--- src/rtl/rmac_pkg.sv ---
package rmac_pkg;

    localparam int unsigned OP_W  = 16;
    localparam int unsigned ACC_W = 36;

    typedef enum logic [2:0] {
        ST_IDLE = 3'd0,
        ST_MAC  = 3'd1,
        ST_RDX  = 3'd2,
        ST_RDY  = 3'd3,
        ST_CNT  = 3'd4
    } seq_state_e;

    typedef struct packed {
        logic load;
        logic mac;
        logic take_h;
        logic take_i;
        logic step_cnt;
    } seq_ctl_t;

    // Doubled signed product of two fractions, sign-extended to the accumulator width.
    function automatic logic [ACC_W-1:0] frac_term(input logic [OP_W-1:0] a,
                                                   input logic [OP_W-1:0] b);
        logic signed [2*OP_W-1:0]  prod;
        logic signed [ACC_W-1:0]   wide;
        prod = $signed(a) * $signed(b);
        wide = ACC_W'(prod);
        return ACC_W'(wide <<< 1);
    endfunction

endpackage

--- src/rtl/rmac_mul.sv ---
module rmac_mul
    import rmac_pkg::*;
#(
    parameter int unsigned DW = OP_W,
    parameter int unsigned AW = ACC_W
) (
    input  logic [DW-1:0] op_h,
    input  logic [DW-1:0] op_i,
    output logic [AW-1:0] term
);
    localparam logic [DW-1:0] MIN_NEG  = {1'b1, {(DW-1){1'b0}}};
    localparam logic [AW-1:0] PLUS_ONE = AW'({1'b1, {(2*DW-1){1'b0}}});

    logic signed [2*DW-1:0] prod;
    logic signed [AW-1:0]   prod_ext;

    always_comb begin
        prod     = $signed(op_h) * $signed(op_i);
        prod_ext = AW'(prod);
        if (op_h == MIN_NEG && op_i == MIN_NEG) begin
            term = PLUS_ONE;
        end else begin
            term = AW'(prod_ext <<< 1);
        end
    end
endmodule

--- src/rtl/rmac_cnt.sv ---
module rmac_cnt
    import rmac_pkg::*;
#(
    parameter int unsigned DW = OP_W
) (
    input  logic          clk,
    input  logic          rst,
    input  logic          load,
    input  logic          step,
    input  logic [DW-1:0] cnt_in,
    output logic          last,
    output logic [DW-1:0] cnt_q
);
    localparam int unsigned CW = DW + 1;
    localparam logic [DW-1:0] MIN_NEG   = {1'b1, {(DW-1){1'b0}}};
    localparam logic [CW-1:0] MIN_LOAD  = {2'b01, {(DW-2){1'b0}}, 1'b1};

    logic [CW-1:0] cnt_r;
    logic [CW-1:0] cnt_dec;
    logic [CW-1:0] load_val;

    always_comb begin
        cnt_dec  = cnt_r - CW'(1);
        last     = cnt_dec[CW-1];
        load_val = (cnt_in == MIN_NEG) ? MIN_LOAD : {cnt_in[DW-1], cnt_in};
    end

    always_ff @(posedge clk) begin
        if (rst) begin
            cnt_r <= '0;
        end else if (load) begin
            cnt_r <= load_val;
        end else if (step) begin
            cnt_r <= cnt_dec;
        end
    end

    assign cnt_q = cnt_r[DW-1:0];
endmodule

--- src/rtl/rmac_ctrl.sv ---
module rmac_ctrl
    import rmac_pkg::*;
(
    input  logic       clk,
    input  logic       rst,
    input  logic       start,
    input  logic       hold,
    input  logic       mem_ack,
    input  logic       last,
    output seq_ctl_t   ctl,
    output logic       mem_req,
    output logic       mem_sel,
    output logic       busy,
    output logic       done
);
    seq_state_e st_q, st_d;
    logic       done_d;

    always_comb begin
        st_d   = st_q;
        ctl    = '0;
        done_d = 1'b0;
        if (!hold) begin
            unique case (st_q)
                ST_IDLE: if (start) begin
                    ctl.load = 1'b1;
                    st_d     = ST_MAC;
                end
                ST_MAC: begin
                    ctl.mac = 1'b1;
                    st_d    = ST_RDX;
                end
                ST_RDX: if (mem_ack) begin
                    ctl.take_h = 1'b1;
                    st_d       = ST_RDY;
                end
                ST_RDY: if (mem_ack) begin
                    ctl.take_i = 1'b1;
                    st_d       = ST_CNT;
                end
                ST_CNT: begin
                    ctl.step_cnt = 1'b1;
                    if (last) begin
                        st_d   = ST_IDLE;
                        done_d = 1'b1;
                    end else begin
                        st_d = ST_MAC;
                    end
                end
                default: st_d = ST_IDLE;
            endcase
        end
    end

    always_ff @(posedge clk) begin
        if (rst) begin
            st_q <= ST_IDLE;
            done <= 1'b0;
        end else begin
            st_q <= st_d;
            done <= done_d;
        end
    end

    assign mem_req = !hold && (st_q == ST_RDX || st_q == ST_RDY);
    assign mem_sel = (st_q == ST_RDY);
    assign busy    = (st_q != ST_IDLE);
endmodule

--- src/rtl/rmac_seq.sv ---
module rmac_seq
    import rmac_pkg::*;
#(
    parameter int unsigned DW = OP_W,
    parameter int unsigned AW = ACC_W
) (
    input  logic          clk,
    input  logic          rst,
    input  logic          start,
    input  logic          hold,
    input  logic [DW-1:0] cnt_in,
    input  logic [DW-1:0] h_init,
    input  logic [DW-1:0] i_init,
    input  logic [AW-1:0] acc_init,
    input  logic          mem_ack,
    input  logic [DW-1:0] mem_rdata,
    output logic          mem_req,
    output logic          mem_sel,
    output logic          idx_step,
    output logic          busy,
    output logic          done,
    output logic [DW-1:0] h_q,
    output logic [DW-1:0] i_q,
    output logic [AW-1:0] acc_q,
    output logic [DW-1:0] cnt_q
);
    seq_ctl_t      ctl;
    logic          last;
    logic [AW-1:0] term;
    logic [DW-1:0] h_r, i_r;
    logic [AW-1:0] acc_r;

    rmac_ctrl u_ctrl (
        .clk     (clk),
        .rst     (rst),
        .start   (start),
        .hold    (hold),
        .mem_ack (mem_ack),
        .last    (last),
        .ctl     (ctl),
        .mem_req (mem_req),
        .mem_sel (mem_sel),
        .busy    (busy),
        .done    (done)
    );

    rmac_cnt #(.DW(DW)) u_cnt (
        .clk    (clk),
        .rst    (rst),
        .load   (ctl.load),
        .step   (ctl.step_cnt),
        .cnt_in (cnt_in),
        .last   (last),
        .cnt_q  (cnt_q)
    );

    rmac_mul #(.DW(DW), .AW(AW)) u_mul (
        .op_h (h_r),
        .op_i (i_r),
        .term (term)
    );

    always_ff @(posedge clk) begin
        if (rst) begin
            h_r   <= '0;
            i_r   <= '0;
            acc_r <= '0;
        end else begin
            if (ctl.load) begin
                h_r   <= h_init;
                i_r   <= i_init;
                acc_r <= acc_init;
            end
            if (ctl.mac)    acc_r <= acc_r + term;
            if (ctl.take_h) h_r   <= mem_rdata;
            if (ctl.take_i) i_r   <= mem_rdata;
        end
    end

    assign idx_step = ctl.mac;
    assign h_q      = h_r;
    assign i_q      = i_r;
    assign acc_q    = acc_r;
endmodule

--- config.mk ---
export PLATFORM = sky130hd
export DESIGN_NAME = rmac_seq
export DESIGN_NICKNAME = d
export VERILOG_FILES = /design/src/rtl/rmac_pkg.sv /design/src/rtl/rmac_mul.sv /design/src/rtl/rmac_cnt.sv /design/src/rtl/rmac_ctrl.sv /design/src/rtl/rmac_seq.sv
export SDC_FILE = /design/constraint.sdc
export NUM_CORES = 1
export LEC_CHECK = 0
export CORE_UTILIZATION = 64
export CTS_BUF_LIST = sky130_fd_sc_hd__clkbuf_8
export CTS_CLUSTER_DIAMETER = 150
export DETAILED_ROUTE_END_ITERATION = 16
export GPL_TIMING_DRIVEN = 0
export HOLD_SLACK_MARGIN = 0.05
export PLACE_DENSITY_LB_ADDON = 0.3
export SYNTH_ARGS = -nofsm -noshare
export SYNTH_HDL_FRONTEND = slang
export SYNTH_SLANG_ARGS = --single-unit
--- constraint.sdc ---
create_clock -name clk -period 12.6 [get_ports clk]
set_clock_uncertainty 0.2 [all_clocks]
set_input_delay 1.89 -clock clk [delete_from_list [all_inputs] [get_ports clk]]
set_output_delay 1.89 -clock clk [all_outputs]
set_load 0.02 [all_outputs]
==> impl_metrics.csv <==
group,metric,value,unit
status,outcome,"finished clean",
route,dr_total_vias,14300,
power_and_ir_drop,powerDensity,56.0,nW/um2
worst_setup_path,rr_endpoint,"acc_q[35]$_SDFFE_PP0P_",
worst_setup_path,crit_slowest_cell,"a311oi_1",
worst_setup_path,required,12730,ps
cells_and_area,syn_to_final_growth,16.1,%
logic_synthesis,synthFlopType,"dfxtp_1",
cells_and_area,fillers,1698,
power_and_ir_drop,ir_drop,0.0000575,V
timing,slew_viol_final,0,
timing,fmax,0.0995,GHz
placement,placed_cell_area,18000,um2
clocking,cts_setup_buffers,0,
worst_setup_path,crit_type,"reg -> reg",
worst_setup_path,cp_max_fo,10,
timing,worst_pin_slew,1240,ps
logic_synthesis,synth.area.top_cells,"fa_1, dfxtp_1, ha_1, inv_1, nand2_1",
clocking,clock_sink_count,89,
logic_synthesis,synth_area_leader_cell,"fa_1",
timing,final.setup.tns,0,ps
placement,dp_hpwl,40100,um
power_and_ir_drop,p_leak,8.66,nW
route,post_drt_wl_per_cell,20.7,um
grt,grt_pass1_wl,78700,um
floorplanning,start_util,0.661,
logic_synthesis,syn_area,15700,um2
worst_setup_path,endpoint,"acc_q[35]$_SDFFE_PP0P_",
grt,grt.busiest_layer,"met2",
worst_setup_path,start_kind,"flop",
floorplanning,dieArea,25200,um2
logic_synthesis,yosys.area_share.simple,0.182,
floorplanning,row_count,56,
grt,overflow,0,
logic_synthesis,syn-instance-count,1860,
cells_and_area,nets,2546,
cells_and_area,final_area,18200,um2
clocking,cts_buffers,9,
grt,grt_max_degree,19,
floorplanning,core_area,23800,um2
timing,fin_crit,10050,ps
cells_and_area,most-common-layout-cells,"inv_1, fa_1, nand2_1, clkdlybuf4s50_1, and2_1",
logic_synthesis,ys_seq_elements,89,
timing,setup_violations,0,
grt,met2_usage,0.668,
route,vias_per_cell,5.99,
worst_setup_path,cp-startpoint,"h_q[10]$_SDFFE_PP0P_",
clocking,clk_path_buf_depth,2,
grt,grt_use_met1,0.512,
timing,fin_crit_sh,0.798,
logic_synthesis,synth-xor-area-share,0.0340,
clocking,tritoncts,"done",
hold_path,min_path_cells,2,
worst_setup_path,rrSetupSlack,2550,ps
worst_setup_path,critPathArrivalTime,10190,ps
grt,grt_use_met3,0.116,
worst_setup_path,cpMostUsedCell,"fa_1",
logic_synthesis,synthDistinctLibCells,72,
route,first_iter_violations,1251,
worst_setup_path,reg2reg_depth,30,
clocking,htree_levels,3,
route,firstDrtPassIters,6,
floorplanning,fp.dieW,159,um
clocking,cts.clk_slew.worst_paths,120,ps
logic_synthesis,synth_nets,2342,
worst_setup_path,critical-path-max-stage-delay,730,ps
timing,rsz0062_at_grt,"no",
logic_synthesis,yosys_warnings,0,
logic_synthesis,synth_edf_count,0,
cells_and_area,layout_commonest_cell,"inv_1",
grt,antenna_found_initial,1,
placement,gp_congestion,0.982,
logic_synthesis,synthAdderAreaFrac,0.426,
cells_and_area,drive_gt1_frac,0.0246,
clocking,clk_latency,400,ps
clocking,ctsHoldBuffers,0,
job,maxCapViolations,0,
worst_setup_path,crit-reg2reg-launch,"h_q[10]$_SDFFE_PP0P_",
clocking,cts_resized,0,
route,postRouteAntennaNets,0,
logic_synthesis,synth_top_family_by_area,"adder cells",
timing,slew_headroom,0.168,
logic_synthesis,synthMuxAreaShare,0.00335,
floorplanning,ios,194,
timing,finalHoldViolCount,0,
grt,grt_use_total,0.418,
logic_synthesis,yosysSeqAreaShare,0.113,
logic_synthesis,synth-compound-area-share,0.137,
route,drc_errors,0,
placement,io_buffers,192,
grt,grt_pass1_vias,14700,
clocking,clock-root-buffer,"clkbuf_8",
logic_synthesis,yosys.area.top_type_share,0.335,
floorplanning,die_h,159,um
logic_synthesis,avgSynthCellArea,8.44,um2
logic_synthesis,synthArstFlopShare,0,
worst_setup_path,cp-end-kind,"flop",
route,drt_wl_total,49400,um
hold_path,hold_path.class,"reg -> reg",
## routing by layer
metal,part of all wire,wire (um)
met4,0.059,2890
met3,0.11,5400
met2,0.46,22700
met5,0,0
met1,0.37,18500
## synth_stat cells, types with 3 or more instances
cell type  instances
nor3_1            29
buf_4             16
o21ai_1            3
o211ai_1           7
mux2i_1            3
ha_1             114
dfxtp_1           89
xnor2_1           39
o22ai_1            4
nand2b_1          13
nand3b_1           4
a221oi_1           5
o21ai_0           32
a22oi_1           58
nor4b_1            3
xor2_1            22
a31oi_1           14
inv_1            306
a21o_1            25
a211o_1            4
o21a_1            14
and3_1            10
nand2_1          212
nor2b_1           12
and2_1           122
nand3_1           20
fa_1             263
nand4_1           13
clkbuf_1          95
or3_1              8
or4_1              6
a21oi_1          108
a211oi_1          20
nor2_1           103
buf_1              3
nor4_1            15
## metrics by stage
stage | util | hold slack (ps) | power [W] | worst slack (ps) | cells
3_3_place_gp | 0.759 | 252 | 0.000791 | 2870 | 2371
4_1_cts | 0.767 | 283 | 0.00101 | 2770 | 2387
5_1_grt | 0.768 | 304 | 0.00107 | 2060 | 2389
2_1_floorplan | - | 277 | 0.000618 | 4050 | 1860
6_report | 0.768 | 277 | 0.00102 | 2550 | 2389
3_5_place_dp | 0.759 | 260 | 0.000801 | 2770 | 2371
## how the worst min path moves through the flow
stage / start / to / slack [ps]
floorplan: u_cnt.cnt_r[6]$_SDFFE_PP0P_ / u_cnt.cnt_r[6]$_SDFFE_PP0P_ / 280
global placement: acc_q[0]$_SDFFE_PP0P_ / acc_q[0]$_SDFFE_PP0P_ / 250
detailed placement: acc_q[0]$_SDFFE_PP0P_ / acc_q[0]$_SDFFE_PP0P_ / 260
CTS: acc_q[0]$_SDFFE_PP0P_ / acc_q[0]$_SDFFE_PP0P_ / 280
global route: acc_q[0]$_SDFFE_PP0P_ / acc_q[0]$_SDFFE_PP0P_ / 300
finish: acc_q[0]$_SDFFE_PP0P_ / acc_q[0]$_SDFFE_PP0P_ / 280
## cells by family after synthesis
family	after synthesis
muxes	4
xor gates and xnor gates	61
AOI/OAI and AO/OA	326
buffers and inverters	421
and+or+nand+nor	582
DFF	89
adders and majority gates	377
## critical path: cells and delay by family, from the launching register on
kind,cells,cell delay (ps)
adders and majority gates,8,3790
AOI/OAI and AO/OA,8,2360
and+or+nand+nor,7,1550
buffers and inverters,6,1540
DFF,1,370
xor gates and xnor gates,1,190
## registers in the layout, indices dropped and copies added, names as in the netlist
name / cells
u_ctrl.done: 1
h_q: 16
i_q: 16
acc_q: 36
u_ctrl.st_q: 3
u_cnt.cnt_r: 17
## where the power goes
part | switching [W] | internal [W]
clock network | 0.000129 | 0.0000768
registers | 0.0000261 | 0.000300
logic | 0.000290 | 0.000198
## area by class of cell
| type | count | area [um2] | share of cell area |
|---|---|---|---|
| inverter | 307 | 1150 | 0.0632 |
| clock inverter | 7 | 73.8 | 0.00405 |
| multi-input combinational | 1350 | 12300 | 0.674 |
| antenna | 1 | 2.50 | 0.000137 |
| sequential | 89 | 1780 | 0.0977 |
| tap | 319 | 399 | 0.0219 |
| buffer | 114 | 488 | 0.0268 |
| timing repair buffer | 193 | 1930 | 0.106 |
| clock buffer | 9 | 124 | 0.00679 |
Note: power is estimated with default switching activity, not from simulation.
